`src/rtl/sertx_pkg.sv`:
```
package sertx_pkg;
    localparam int WORD_MAX = 9;
    localparam int CNT_W    = 4;

    typedef enum logic [2:0] {
        S_IDLE,
        S_START,
        S_DATA,
        S_STOP,
        S_MARK
    } tx_state_t;

    typedef enum logic [1:0] {
        K_DATA,
        K_IDLE,
        K_BREAK
    } frame_kind_t;
endpackage

```
`src/rtl/sertx_baud.sv`:
```
module sertx_baud #(
    parameter int DIV_W = 8,
    parameter int PRE_W = 4
) (
    input  logic             clk,
    input  logic             rst_n,
    input  logic             run_i,
    input  logic [PRE_W-1:0] pre_div_i,
    input  logic [DIV_W-1:0] baud_div_i,
    output logic             tick_o
);
    logic [PRE_W-1:0] pre_cnt_q;
    logic [DIV_W-1:0] div_cnt_q;
    logic             pre_wrap;
    logic             div_wrap;

    assign pre_wrap = (pre_cnt_q == pre_div_i);
    assign div_wrap = (div_cnt_q == baud_div_i);
    assign tick_o   = run_i && pre_wrap && div_wrap;

    always_ff @(posedge clk) begin
        if (!rst_n || !run_i) begin
            pre_cnt_q <= '0;
            div_cnt_q <= '0;
        end else if (pre_wrap) begin
            pre_cnt_q <= '0;
            if (div_wrap) div_cnt_q <= '0;
            else          div_cnt_q <= div_cnt_q + 1'b1;
        end else begin
            pre_cnt_q <= pre_cnt_q + 1'b1;
        end
    end
endmodule

```
`src/rtl/sertx_parity.sv`:
```
module sertx_parity (
    input  logic [8:0] data_i,
    input  logic       len9_i,
    input  logic       par_en_i,
    input  logic       par_odd_i,
    output logic [8:0] word_o
);
    logic par8;
    logic par9;

    assign par8 = (^data_i[6:0]) ^ par_odd_i;
    assign par9 = (^data_i[7:0]) ^ par_odd_i;

    always_comb begin
        word_o = data_i;
        if (!len9_i) begin
            word_o[8] = 1'b1;
            if (par_en_i) word_o[7] = par8;
        end else if (par_en_i) begin
            word_o[8] = par9;
        end
    end
endmodule

```
`src/rtl/sertx_fsm.sv`:
```
module sertx_fsm
    import sertx_pkg::*;
(
    input  logic       clk,
    input  logic       rst_n,
    input  logic       tick_i,
    input  logic       load_i,
    input  logic [8:0] word_i,
    input  logic       len9_i,
    input  logic       idle_req_i,
    input  logic       brk_req_i,
    output logic       busy_o,
    output logic       txd_o
);
    tx_state_t          state_q, state_d;
    frame_kind_t        kind_q, start_kind;
    logic [8:0]         sh_q;
    logic [CNT_W-1:0]   cnt_q;
    logic               len9_q;
    logic               go;
    logic [CNT_W-1:0]   last_pos;

    assign last_pos = len9_q ? CNT_W'(WORD_MAX - 1) : CNT_W'(WORD_MAX - 2);

    always_comb begin
        go         = 1'b0;
        start_kind = K_DATA;
        if (brk_req_i) begin
            go = 1'b1; start_kind = K_BREAK;
        end else if (idle_req_i) begin
            go = 1'b1; start_kind = K_IDLE;
        end else if (load_i) begin
            go = 1'b1; start_kind = K_DATA;
        end
    end

    always_comb begin
        state_d = state_q;
        unique case (state_q)
            S_IDLE:  if (go) state_d = S_START;
            S_START: if (tick_i) state_d = S_DATA;
            S_DATA:  if (tick_i && cnt_q == last_pos) state_d = S_STOP;
            S_STOP: begin
                if (tick_i) begin
                    if (kind_q == K_BREAK && brk_req_i) state_d = S_START;
                    else if (kind_q == K_BREAK)         state_d = S_MARK;
                    else                                state_d = S_IDLE;
                end
            end
            S_MARK:  if (tick_i) state_d = S_IDLE;
            default: state_d = S_IDLE;
        endcase
    end

    always_ff @(posedge clk) begin
        if (!rst_n) begin
            state_q <= S_IDLE;
            kind_q  <= K_DATA;
            sh_q    <= '1;
            cnt_q   <= '0;
            len9_q  <= 1'b0;
        end else begin
            state_q <= state_d;
            if (state_q == S_IDLE && go) begin
                kind_q <= start_kind;
                sh_q   <= word_i;
                len9_q <= len9_i;
            end
            if (state_q == S_START) begin
                cnt_q <= '0;
            end else if (state_q == S_DATA && tick_i) begin
                cnt_q <= cnt_q + 1'b1;
                sh_q  <= {1'b1, sh_q[8:1]};
            end
        end
    end

    always_comb begin
        busy_o = (state_q != S_IDLE);
        unique case (state_q)
            S_IDLE:  txd_o = 1'b1;
            S_START: txd_o = (kind_q == K_IDLE);
            S_DATA:  txd_o = (kind_q == K_DATA) ? sh_q[0] : (kind_q == K_IDLE);
            S_STOP:  txd_o = (kind_q != K_BREAK);
            S_MARK:  txd_o = 1'b1;
            default: txd_o = 1'b1;
        endcase
    end

    AST_IDLE_LINE_HIGH: assert property (@(posedge clk) disable iff (!rst_n)
        !busy_o |-> txd_o);
    AST_LOAD_STARTS_LOW: assert property (@(posedge clk) disable iff (!rst_n)
        (state_q == S_IDLE && load_i && !brk_req_i && !idle_req_i) |=> (busy_o && !txd_o));
    AST_LINE_HOLDS: assert property (@(posedge clk) disable iff (!rst_n)
        (busy_o && !tick_i) |=> $stable(txd_o));
    AST_MARK_AFTER_BREAK: assert property (@(posedge clk) disable iff (!rst_n)
        (state_q == S_STOP && kind_q == K_BREAK && tick_i && !brk_req_i) |=> (txd_o && busy_o));
    AST_BUSY_HOLDS: assert property (@(posedge clk) disable iff (!rst_n)
        (busy_o && !tick_i) |=> busy_o);
    AST_CNT_BOUND: assert property (@(posedge clk) disable iff (!rst_n)
        (state_q == S_DATA) |-> (cnt_q <= last_pos));
endmodule

```
`src/rtl/sertx_top.sv`:
```
module sertx_top #(
    parameter int DIV_W = 8,
    parameter int PRE_W = 4
) (
    input  logic             clk,
    input  logic             rst_n,
    input  logic             load_i,
    input  logic [8:0]       data_i,
    input  logic             len9_i,
    input  logic             par_en_i,
    input  logic             par_odd_i,
    input  logic             idle_req_i,
    input  logic             brk_req_i,
    input  logic [PRE_W-1:0] pre_div_i,
    input  logic [DIV_W-1:0] baud_div_i,
    output logic             busy_o,
    output logic             txd_o
);
    logic       tick;
    logic [8:0] word;

    sertx_baud #(.DIV_W(DIV_W), .PRE_W(PRE_W)) u_baud (
        .clk        (clk),
        .rst_n      (rst_n),
        .run_i      (busy_o),
        .pre_div_i  (pre_div_i),
        .baud_div_i (baud_div_i),
        .tick_o     (tick)
    );

    sertx_parity u_par (
        .data_i    (data_i),
        .len9_i    (len9_i),
        .par_en_i  (par_en_i),
        .par_odd_i (par_odd_i),
        .word_o    (word)
    );

    sertx_fsm u_fsm (
        .clk        (clk),
        .rst_n      (rst_n),
        .tick_i     (tick),
        .load_i     (load_i),
        .word_i     (word),
        .len9_i     (len9_i),
        .idle_req_i (idle_req_i),
        .brk_req_i  (brk_req_i),
        .busy_o     (busy_o),
        .txd_o      (txd_o)
    );
endmodule

```
`config.mk`:
```
export PLATFORM = sky130hd
export DESIGN_NAME = sertx_top
export DESIGN_NICKNAME = d
export VERILOG_FILES = /design/src/rtl/sertx_pkg.sv /design/src/rtl/sertx_baud.sv /design/src/rtl/sertx_parity.sv /design/src/rtl/sertx_fsm.sv /design/src/rtl/sertx_top.sv
export SDC_FILE = /design/constraint.sdc
export NUM_CORES = 1
export LEC_CHECK = 0
export BUFFER_PORTS_ARGS = -buffer_cell sky130_fd_sc_hd__buf_2
export CORE_MARGIN = 4
export CORE_UTILIZATION = 50
export CTS_BUF_LIST = sky130_fd_sc_hd__clkbuf_16
export CTS_CLUSTER_DIAMETER = 80
export DETAILED_ROUTE_END_ITERATION = 16
export PLACE_DENSITY = 0.75
export SYNTH_ARGS = -nofsm -noshare
export SYNTH_HDL_FRONTEND = slang
export SYNTH_SLANG_ARGS = --single-unit
export TNS_END_PERCENT = 20
```
`constraint.sdc`:
```
create_clock -name clk -period 1.9 [get_ports clk]
set_input_delay 0.095 -clock clk [delete_from_list [all_inputs] [get_ports clk]]
set_output_delay 0.095 -clock clk [all_outputs]
set_load 0.05 [all_outputs]
```
Yosys cells after proc, flatten, opt, wreduce, memory -nomap -nowiden
Cells that the tools add are included.
{"block": "totals", "ff_bits": 31, "out_inout_bits": 2, "input_bits": 29, "wordCells": 69}
{"block": "classes", "mux": 24, "bitwise": 3, "eq_ne": 15, "add_sub_neg": 3, "reduce_logical": 17}
{"op": "9-bit two-way mux", "n": 3}
{"op": "3-bit two-way mux", "n": 7}
{"op": "3-bit one-hot mux with 5 select lines", "n": 1}
{"op": "2-bit by 1-bit inequality test with 1-bit output, second input constant", "n": 5}
{"op": "1-bit two-way mux", "n": 9}
{"op": "4-bit by 1-bit adder with 4-bit output, second input constant", "n": 2}
{"op": "8-bit by 1-bit adder with 8-bit output, second input constant", "n": 1}
{"op": "4-bit equality test", "n": 2}
{"op": "8-bit equality test", "n": 1}
{"op": "8-bit two-way mux", "n": 1}
{"op": "8-bit XOR reduction", "n": 1}
{"op": "7-bit XOR reduction", "n": 1}
{"op": "3-bit by 2-bit equality test with 1-bit output, second input constant", "n": 2}
{"op": "1-bit logical AND", "n": 6}
{"op": "5-bit AND reduction", "n": 1}
{"op": "4-bit two-way mux", "n": 1}
{"op": "2-bit OR reduction", "n": 2}
{"op": "3-bit by 1-bit equality test with 1-bit output, second input constant", "n": 1}
{"op": "3-bit equality test, second input constant", "n": 1}
{"op": "3-bit logical NOT", "n": 1}
{"op": "1-bit one-hot mux with 3 select lines", "n": 1}
{"op": "3-bit nonzero test", "n": 1}
{"op": "2-bit by 1-bit equality test with 1-bit output, second input constant", "n": 1}
{"op": "2-bit equality test, second input constant", "n": 1}
{"op": "7 further kinds", "n": 9}

Longest topological paths before layout
Gate-level depths: netlist (run 1).
{"block": "depth", "depth_word": 7, "mapped_depth": 8, "ltp_nobuf": 5}

Modules after synthesis
From an unflattened synthesis (run 1), not the netlist that was laid out.
{"block": "hier_totals", "cells_unflattened": 208, "area_unflattened_um2": 1850.5}
{"mod": "sertx_fsm", "seq_area_each_um2": 380.4, "area_each_um2": 1027.2, "instances": 1, "cells_per_inst": 113}
{"mod": "sertx_baud", "seq_area_each_um2": 240.2, "area_each_um2": 651.9, "instances": 1, "cells_per_inst": 74}
{"mod": "sertx_parity", "seq_area_each_um2": 0.0, "area_each_um2": 171.4, "instances": 1, "cells_per_inst": 21}

Worst setup path after synthesis (run 1)
OpenSTA, ideal clock, no wires.
{"block": "synth_timing", "path_kind": "reg2reg", "start": "register u_fsm.state_q[1]", "end": "register u_fsm.sh_q[1]", "setup_time_ps": 129, "t_arrival_ps": 1795, "path_buffers": 3, "synth_period_minus_slack_ps": 1925, "required_time_ps": 1771, "slack_ps": -25, "stages_incl_launch_ff": 9, "path_cell_list": "dfxtp_1 > buf_6 > or3_4 > buf_6 > or2_4 > buf_6 > mux2_4 > mux2i_1 > nand2_1"}
{"block": "synth_via", "elab_chain_len": 6, "word_cells_on_any_way": 11, "classes_between": "eq/ne: 2; mux: 3; reduce/logical: 6"}
{"element": "start: declaration", "line": "sertx_fsm.sv:15", "source": "tx_state_t state_q, state_d;"}
{"element": "start signal: assignment", "line": "sertx_fsm.sv:63", "source": "state_q <= state_d;"}
{"element": "3-bit nonzero test", "line": "sertx_fsm.sv:79", "source": "busy_o = (state_q != S_IDLE);"}
{"element": "via busy_o", "line": "sertx_top.sv:16", "source": "output logic busy_o,"}
{"element": "1-bit logical AND (2 in a row)", "line": "sertx_baud.sv:19", "source": "assign tick_o = run_i && pre_wrap && div_wrap;"}
{"element": "1-bit logical AND", "line": "sertx_fsm.sv:71", "source": "end else if (state_q == S_DATA && tick_i) begin"}
{"element": "9-bit two-way mux", "line": "sertx_fsm.sv:71"}
{"element": "9-bit two-way mux", "line": "sertx_fsm.sv:69", "source": "if (state_q == S_START) begin"}
{"element": "end signal: assignment", "line": "sertx_fsm.sv:66", "source": "sh_q <= word_i;"}
{"element": "end signal: assignment", "line": "sertx_fsm.sv:73", "source": "sh_q <= {1'b1, sh_q[8:1]};"}
{"element": "end: declaration", "line": "sertx_fsm.sv:17", "source": "logic [8:0] sh_q;"}
The timed path passes the listed nets, and every way through them passes these cells.
A chain may end at the register's enable or synchronous reset.

Worst setup path after layout (run 1)
{"block": "layout_timing", "start": "register u_fsm.state_q[0]", "end": "register u_fsm.state_q[2]"}
{"block": "layout_via", "elab_chain_len": 6, "word_cells_on_any_way": 16, "classes_between": "eq/ne: 9; mux: 1; reduce/logical: 6"}
{"element": "3-bit nonzero test", "line": "sertx_fsm.sv:79"}
{"element": "1-bit logical AND (2 in a row)", "line": "sertx_baud.sv:19"}
{"element": "1-bit logical AND", "line": "sertx_fsm.sv:42", "source": "S_DATA: if (tick_i && cnt_q == last_pos) state_d = S_STOP;"}
{"element": "2-bit by 1-bit inequality test with 1-bit output (no line)"}
{"element": "5-bit AND reduction (no line)"}
Several ways; a longest one is shown, not always the timed one.

==> metrics, run 1 <==
Seq/Total Area, Yosys 0.357; DRT iter0 DRCs 119; Hold Buf Count CTS 0; via count 1,478; power per cell area 825 nW/µm²; H-Tree Depth 2; Routed WL 3450 µm; # resized after CTS 0; GR peak layer met2; FF+latch count, synth 31; # IOs 31; root buffer cell clkbuf_16; setup TNS 0 ns; FF-to-FF setup slack 0.17 ns; Fill cells 291; Post-Syn Instances 193; Clock Path Buffers 2; static leakage 0.898 nW; Clock Pin Slew Worst Setup and Hold Paths 0.05 ns; clock skew 0.00398 ns; period utilization 0.913; gr usage total 0.179; Worst Setup Path Type flop to flop; Syn-to-layout area delta 20.8%; Synth Flop Type dfxtp_1; GP Congestion 0.775; Post-route DRC 0; Combinational Power Share 0.181; P_sw 438 µW; total congestion overflow 0; fraction of registers with async set/reset 0; CTS tree built; syn_nets 225; Switching Share 0.252; Syn. warnings 0; Synth Cell Area 1740 µm²; met1 Track Usage GR 0.225; layout cells sized above 1 0.240; DR vias/cell 5.30; Syn Area/Cell 9.02 µm²; core footprint 3340 µm²; global-route wire length before repair 6070 µm; antenna cells 0; commonest non-fill, non-tap cell in the layout dfxtp_1; DIE WIDTH 67 µm; Worst Path Required 2.10 ns; met3 usage 0.0641; area of the die 4490 µm²; vias in the first global route 1,420; post-synth cell types 43; outcome completed; Final Hold Fails 0; Hold Path Class input pin to flop; Die Ht 67 µm; most frequent cells in the layout 31 x dfxtp_1, 30 x buf_2, 22 x nand2_1; minimum clock period 1.73 ns; clock latency on the worst-skew pair 0.27 ns; Post-synth EDFFs 0; Final Setup Violations 0; Clock Power Share 0.414; P_int 1.30 mW; initial antenna violation count 0; clk sinks 31; sequential power share 0.406; average routed wire per standard cell 12.4 µm; Slew Viols, Final 0; RSZ-0062 raised after global routing no; Max Clock Freq 0.577 GHz; Pre-antenna DRT Iters 4; largest net degree at the start of global routing 15; # port buffers 30; Max-Cap Viols 0; CP arrival 1.94 ns; Crit Path Max Fanout 6; Startpoint Class flop; Rows 21; Rel. slew slack 0.673; total clock buffers created by CTS 5; post-CTS setup buffer count 0; hold_ws 0.106 ns; Least-Margin Pin Slew 0.486 ns; Worst VDD drop 0.652 mV; Total Nets Final 265; M2 GR Usage 0.275; effective utilization at floorplan 0.522; DP HPWL 2660 µm; Antenna Violating Nets Remaining 0; endpoint type of the worst setup path flop
through the flow:
step | util | total power [mW] | worst slack (ns) | std cells | instance area, µm²
after floorplan | - | 0.955 | 0.0270 | 193 | 1750
after global placement | 0.590 | 1.02 | 0.172 | 272 | 1970
after detailed placement | 0.590 | 1.03 | 0.172 | 272 | 1970
after CTS | 0.630 | 1.76 | 0.163 | 279 | 2100
after global routing | 0.630 | 1.83 | 0.0187 | 279 | 2100
final | 0.630 | 1.74 | 0.166 | 279 | 2100
cells in the mapped netlist, types with 2 or more instances:
| library cell | count | area share |
|---|---|---|
| a21oi_1 | 11 | 0.032 |
| buf_6 | 3 | 0.019 |
| clkbuf_1 | 2 | 0.0043 |
| dfxtp_1 | 31 | 0.36 |
| ha_1 | 3 | 0.022 |
| inv_1 | 9 | 0.019 |
| mux2_1 | 2 | 0.013 |
| mux2_4 | 4 | 0.035 |
| mux2i_1 | 9 | 0.052 |
| nand2_1 | 22 | 0.047 |
| nand2b_1 | 3 | 0.011 |
| nand3_1 | 7 | 0.020 |
| nand4_1 | 6 | 0.022 |
| nor2_1 | 16 | 0.035 |
| nor3_1 | 4 | 0.012 |
| nor3b_1 | 2 | 0.0086 |
| nor4_1 | 2 | 0.0072 |
| nor4_4 | 2 | 0.024 |
| o21ai_0 | 3 | 0.0086 |
| or3_1 | 2 | 0.0072 |
| xnor2_1 | 16 | 0.081 |
| xor2_1 | 13 | 0.065 |
sequential cells by signal (all words and copies together), names as in the netlist:
| signal | flops |
|---|---|
| u_fsm.cnt_q | 4 |
| u_fsm.len9_q | 1 |
| u_fsm.sh_q | 9 |
| u_baud.div_cnt_q | 8 |
| u_fsm.state_q | 3 |
| u_baud.pre_cnt_q | 4 |
| u_fsm.kind_q | 2 |
logic make-up after synthesis:
family | Yosys count | share of synthesized area
AOI/OAI and AO/OA | 25 | 0.0920
xor gates and xnor gates | 29 | 0.146
buffers and inverters | 15 | 0.0460
and+or+nand+nor | 74 | 0.232
DFF | 31 | 0.357
adders and majority gates | 3 | 0.0216
muxes | 16 | 0.106
critical path, stage by stage (launching register included):
cell and delay, ns:
dfxtp_1 0.31, or3_4 0.43, nor2_2 0.26, a31oi_1 0.13, or4_1 0.42, a21oi_1 0.13
final cells by class:
class / count / area [µm²] / share of cell area
flip-flops and latches: 31 / 621 / 0.295
well taps: 46 / 57.6 / 0.0274
clock inverters: 2 / 8.76 / 0.00416
multi-input cells: 147 / 1040 / 0.494
clock buffers: 5 / 125 / 0.0595
repair buffers: 39 / 218 / 0.104
inverters: 9 / 33.8 / 0.0161
power by group through the flow:
| stage | clock network, mW | registers (mW) | logic (mW) |
|---|---|---|---|
| after floorplan | 0 | 0.713 | 0.242 |
| after global placement | 0 | 0.715 | 0.310 |
| after detailed placement | 0 | 0.715 | 0.313 |
| after CTS | 0.744 | 0.703 | 0.316 |
| after global routing | 0.778 | 0.707 | 0.345 |
| final | 0.718 | 0.704 | 0.313 |
per-layer routing:
layer | vias up | part of all wire
met2 | 35 | 0.46
met3 | 6 | 0.055
met5 | - | 0
li1 | 754 | -
met4 | 0 | 0.020
met1 | 683 | 0.47
worst paths after layout:
| path | start | to | depth (start not counted) |
|---|---|---|---|
| min | len9_i | u_fsm.len9_q$_SDFFE_PN0N_ | 3 |
| min reg2reg | u_fsm.kind_q[1]$_SDFFE_PN0N_ | u_fsm.kind_q[1]$_SDFFE_PN0N_ | 2 |
| max | u_fsm.state_q[0]$_SDFFE_PN0P_ | u_fsm.state_q[2]$_SDFFE_PN0P_ | 5 |
| max reg2reg | u_fsm.state_q[0]$_SDFFE_PN0P_ | u_fsm.state_q[2]$_SDFFE_PN0P_ | 5 |
No activity file was read; power rests on OpenSTA's default activity.
==> run 2: changes to the inputs <==
- CORE_UTILIZATION: 50 -> 59
- PLACE_DENSITY: 0.75 -> 0.84
- clock period: 1.9 -> 2 ns (I/O delays scaled with it)
==> metrics, run 2 (synthesis results as in run 1) <==
Crit Path Max Fanout 5 (-1); CTS tree built; initial antenna violation count 0 (unchanged); H-Tree Depth 2 (unchanged); layout cells sized above 1 0.227 (-0.0133); Hold Crit Depth 3 (unchanged); Worst Setup Path Type flop to flop; outcome completed; power consumption 1.64 mW (-5.3%); CP arrival 2.02 ns (+0.08 ns); max reg flops 9 (unchanged); Slew Viols, Final 0 (unchanged); Routed WL 3420 µm (-0.98%); Syn-to-layout area delta 18.2%; effective utilization at floorplan 0.626 (+0.104); vias in the first global route 1,468 (+3.4%); area of the die 3880 µm² (-14%); period utilization 0.913 (about the same); gr usage total 0.191 (+0.0119); M2 GR Usage 0.301 (+0.0257); Rel. slew slack 0.682 (+0.00909); reg2reg path depth 5 (unchanged); met3 usage 0.0757 (+0.0116); average routed wire per standard cell 13.1 µm (+6.3%); Hold Path Origin len9_i; area of the multi-input gates 1040 µm² (unchanged); minimum clock period 1.83 ns (+0.0923 ns); # resized after CTS 0 (unchanged); Worst Hold Path EP u_fsm.len9_q$_SDFFE_PN0N_; Clock Path Buffers 2 (unchanged); endpoint type of the worst setup path flop; antenna cells 0 (unchanged); clock skew 0.00473 ns (+0.000745 ns); most frequent cells in the layout 31 x dfxtp_1, 30 x buf_2, 22 x nand2_1; via count 1,469 (-0.61%); Worst VDD drop 0.716 mV (+9.9%); Final Hold Fails 0 (unchanged); FF-to-FF setup slack 0.17 ns (about the same); Crit Reg-Reg Endpoint u_fsm.state_q[2]$_SDFFE_PN0P_; Max Clock Freq 0.547 GHz (-5.1%); DR vias/cell 5.65 (+6.7%); root buffer cell clkbuf_16; commonest non-fill, non-tap cell in the layout dfxtp_1; RSZ-0062 raised after global routing no; final core occ 0.740 (+0.109); setup TNS 0 ns (unchanged); placed instance area 1930 µm² (-2.1%); Top Registers u_fsm.sh_q (9), u_baud.div_cnt_q (8); Pre-antenna DRT Iters 4 (unchanged); Final Setup Violations 0 (unchanged); Max-Cap Viols 0 (unchanged); Place WS 0.197 ns (+0.0245 ns); Die Ht 62.3 µm (-7.0%); Hold Buf Count CTS 0 (unchanged); reg2reg start u_baud.div_cnt_q[2]$_SDFFE_PP0N_; Finished Layout Cells 260 (-6.8%); DP HPWL 2520 µm (-5.0%); Clock Pin Slew Worst Setup and Hold Paths 0.05 ns (about the same); DRT iter0 DRCs 85 (-29%); area occupied by registers 621 µm² (unchanged); Cells after DPL 254 (-6.6%); Post-route DRC 0 (unchanged); largest net degree at the start of global routing 15 (unchanged); total clock buffers created by CTS 5 (unchanged); # IOs 31 (unchanged); Startpoint Class flop; hold_ws 0.0833 ns (-0.0229 ns); post-CTS setup buffer count 0 (unchanged); static leakage 0.881 nW (-1.8%); Fill cells 204 (-30%); global-route wire length before repair 6090 µm (+0.33%); GP Congestion 0.849 (+9.4%); Total Nets Final 262 (-1.1%); Least-Margin Pin Slew 0.472 ns (-0.0135 ns); Antenna Violating Nets Remaining 0 (unchanged); Rows 19 (-9.5%); final instance area 2060 µm² (-2.2%); core footprint 2780 µm² (-17%); # port buffers 30 (unchanged); Largest Register u_fsm.sh_q; Hold Path Class input pin to flop; clock latency on the worst-skew pair 0.27 ns (about the same); met1 Track Usage GR 0.226 (+0.00169); DIE WIDTH 62.3 µm (-7.0%); power per cell area 798 nW/µm² (-3.2%); Worst Path Required 2.20 ns (+0.10 ns); clk sinks 31 (unchanged); total congestion overflow 0 (unchanged); GR peak layer met2; Worst Slack Setup Final 0.173 ns (+0.00771 ns)
-- run 2: cell type report --
class,count,area share
multi-input cells,147,0.505
flip-flops and latches,31,0.302
repair buffers,36,0.0949
clock buffers,5,0.0608
well taps,31,0.0189
inverters,9,0.0164
clock inverters,1,0.00182
-- run 2: worst max-delay path by stage --
stage | slack (ns) | depth (start not counted) | end | startpoint
final | 0.17 | 5 | u_fsm.state_q[2]$_SDFFE_PN0P_ | u_baud.div_cnt_q[2]$_SDFFE_PP0N_
after global routing | 0.04 | 5 | u_fsm.state_q[2]$_SDFFE_PN0P_ | u_baud.div_cnt_q[2]$_SDFFE_PP0N_
after CTS | 0.18 | 5 | u_fsm.state_q[2]$_SDFFE_PN0P_ | u_baud.div_cnt_q[2]$_SDFFE_PP0N_
after detailed placement | 0.20 | 5 | u_fsm.state_q[2]$_SDFFE_PN0P_ | u_baud.div_cnt_q[2]$_SDFFE_PP0N_
after global placement | 0.21 | 5 | u_fsm.state_q[2]$_SDFFE_PN0P_ | u_baud.div_cnt_q[2]$_SDFFE_PP0N_
after floorplan | 0.08 | 8 | u_fsm.sh_q[1]$_SDFF_PN1_ | u_fsm.state_q[1]$_SDFFE_PN0P_
-- run 2: metal layers --
metal	part of all wire	routed length, µm
met4	0.025	85
met3	0.073	250
met2	0.47	1600
met5	0	0
met1	0.43	1490
-- run 2: worst max-delay path, stage by stage, from the launching register on --
cell	delay, ns
dfxtp_1	0.35
xor2_1	0.20
nor4_4	0.42
a31oi_1	0.21
or4_1	0.43
a21oi_1	0.16
-- run 2: report_power, final --
group / internal [mW] / switching (mW)
Sequential: 0.650 / 0.0189
Clock: 0.440 / 0.240
Combinational: 0.135 / 0.159
Total: 1.22 / 0.418
==> run 3: changes to the inputs <==
==> constraint.sdc (replaced) <==
create_clock -name clk -period 2 [get_ports clk]
set_input_delay 0.2 -clock clk [delete_from_list [all_inputs] [get_ports clk]]
set_output_delay 0.2 -clock clk [all_outputs]
set_load 0.05 [all_outputs]
==> metrics, run 3 (synthesis results as in run 1) <==
outcome completed; total clock buffers created by CTS 5 (unchanged); core footprint 2780 µm² (unchanged); GP Congestion 0.854 (+0.60%); Largest Register u_fsm.sh_q; Routed WL 3460 µm (+1.2%); Worst Setup Path Type flop to flop; reg2reg path depth 5 (unchanged); DRT iter0 DRCs 122 (+44%); area of the multi-input gates 1040 µm² (unchanged); commonest non-fill, non-tap cell in the layout dfxtp_1; Top Registers u_fsm.sh_q (9), u_baud.div_cnt_q (8); Total Nets Final 262 (unchanged); endpoint type of the worst setup path flop; Antenna Violating Nets Remaining 0 (unchanged); Hold Path Class input pin to flop; Final Hold Fails 0 (unchanged); root buffer cell clkbuf_16; RSZ-0062 raised after global routing no; average routed wire per standard cell 13.2 µm (+0.40%); clock skew 0.00609 ns (+0.00136 ns); Pre-antenna DRT Iters 4 (unchanged); # IOs 31 (unchanged); Max Clock Freq 0.538 GHz (-1.8%); Final Setup Violations 0 (unchanged); minimum clock period 1.86 ns (+0.0326 ns); effective utilization at floorplan 0.626 (unchanged); area of the die 3880 µm² (unchanged); Startpoint Class flop; reg2reg start u_baud.div_cnt_q[2]$_SDFFE_PP0N_; layout cells sized above 1 0.225 (-0.00197); via count 1,485 (+1.1%); Crit Path Max Fanout 6 (+1); clk sinks 31 (unchanged); power per cell area 803 nW/µm² (+0.61%); area occupied by registers 621 µm² (unchanged); # port buffers 30 (unchanged); Post-route DRC 0 (unchanged); vias in the first global route 1,320 (-10%); # resized after CTS 0 (unchanged); largest net degree at the start of global routing 15 (unchanged); Max-Cap Viols 0 (unchanged); period utilization 0.930 (+0.0163); Worst Setup SP u_baud.div_cnt_q[2]$_SDFFE_PP0N_; Clock Pin Slew Worst Setup and Hold Paths 0.05 ns (about the same); CTS tree built; Syn-to-layout area delta 18.6%; placed instance area 1930 µm² (unchanged); final instance area 2060 µm² (+0.37%); Rows 19 (unchanged); Crit Reg-Reg Endpoint u_fsm.cnt_q[3]$_SDFFE_PP0P_; most frequent cells in the layout 31 x dfxtp_1, 30 x buf_2, 22 x nand2_1; H-Tree Depth 2 (unchanged); max reg flops 9 (unchanged); initial antenna violation count 0 (unchanged); DIE WIDTH 62.3 µm (unchanged); Die Ht 62.3 µm (unchanged); Hold Buf Count CTS 0 (unchanged); DR vias/cell 5.67 (+0.32%); Slew Viols, Final 0 (unchanged); total congestion overflow 0 (unchanged); clock latency on the worst-skew pair 0.28 ns (about the same); antenna cells 0 (unchanged); GR peak layer met2; Least-Margin Pin Slew 0.494 ns (+0.0221 ns); global-route wire length before repair 5860 µm (-3.7%); CP arrival 2.04 ns (+0.02 ns); FF-to-FF setup slack 0.14 ns (-0.03 ns); static leakage 0.885 nW (+0.36%); DP HPWL 2460 µm (-2.3%); gr usage total 0.185 (-0.00571); setup TNS 0 ns (unchanged); Worst Setup EP u_fsm.cnt_q[3]$_SDFFE_PP0P_; Worst VDD drop 0.858 mV (+20%); post-CTS setup buffer count 0 (unchanged); Fill cells 209 (+2.5%); M2 GR Usage 0.286 (-0.0142); Rel. slew slack 0.667 (-0.0149); met1 Track Usage GR 0.233 (+0.00661); Clock Path Buffers 2 (unchanged); Worst Path Required 2.19 ns (about the same); met3 usage 0.0649 (-0.0108)
run 3: cell types whose count changed in the layout (fill, tap and decap cells not counted):
cell / previous run / this run
clkinv_1: 0 / 2
run 3: per-layer routing:
metal	wire length, µm	up-vias
met5	0	-
met1	1540	691
met2	1620	40
met4	65	0
li1	-	747
met3	226	7
run 3: how the worst min path moves through the flow:
| stage | start | to | slack, ns | depth (start not counted) |
|---|---|---|---|---|
| 5_1_grt | brk_req_i | u_fsm.kind_q[1]$_SDFFE_PN0N_ | 0.22 | 3 |
| 3_3_place_gp | u_fsm.sh_q[4]$_SDFF_PN1_ | u_fsm.sh_q[3]$_SDFF_PN1_ | 0.45 | 2 |
| 3_5_place_dp | u_fsm.sh_q[3]$_SDFF_PN1_ | u_fsm.sh_q[2]$_SDFF_PN1_ | 0.46 | 2 |
| 6_report | len9_i | u_fsm.len9_q$_SDFFE_PN0N_ | 0.18 | 3 |
| 4_1_cts | len9_i | u_fsm.len9_q$_SDFFE_PN0N_ | 0.18 | 3 |
| 2_1_floorplan | brk_req_i | u_fsm.kind_q[1]$_SDFFE_PN0N_ | 0.34 | 2 |
run 3: where the power goes:
part,leakage (nW),internal [mW],switching (mW)
Combinational,0.562,0.135,0.158
Clock,0.0701,0.446,0.251
Sequential,0.253,0.649,0.0189
Total,0.885,1.23,0.428
run 3: through the flow:
stage / power (mW) / hold WS, ns / setup slack (ns) / utilization / cells
CTS: 1.67 / 0.176 / 0.161 / 0.742 / 262
finish: 1.66 / 0.182 / 0.141 / 0.742 / 262
floorplan: 0.900 / 0.336 / 0.0753 / - / 193
global route: 1.74 / 0.217 / 0.0489 / 0.742 / 262
global placement: 0.966 / 0.454 / 0.238 / 0.693 / 254
detailed placement: 0.971 / 0.460 / 0.217 / 0.693 / 254
run 3: layout make-up:
type,count,share of cell area
Timing Repair Buffer,36,0.0945
Tap cell,31,0.0188
Multi-Input combinational cell,147,0.504
Clock buffer,5,0.0606
Sequential cell,31,0.301
Inverter,9,0.0164
Clock inverter,3,0.00545
run 3: critical path, stage by stage (launching register included):
cell	delay [ns]
dfxtp_1	0.34
xor2_1	0.19
nor4_4	0.41
nand4_2	0.22
or3_1	0.40
a21oi_1	0.20
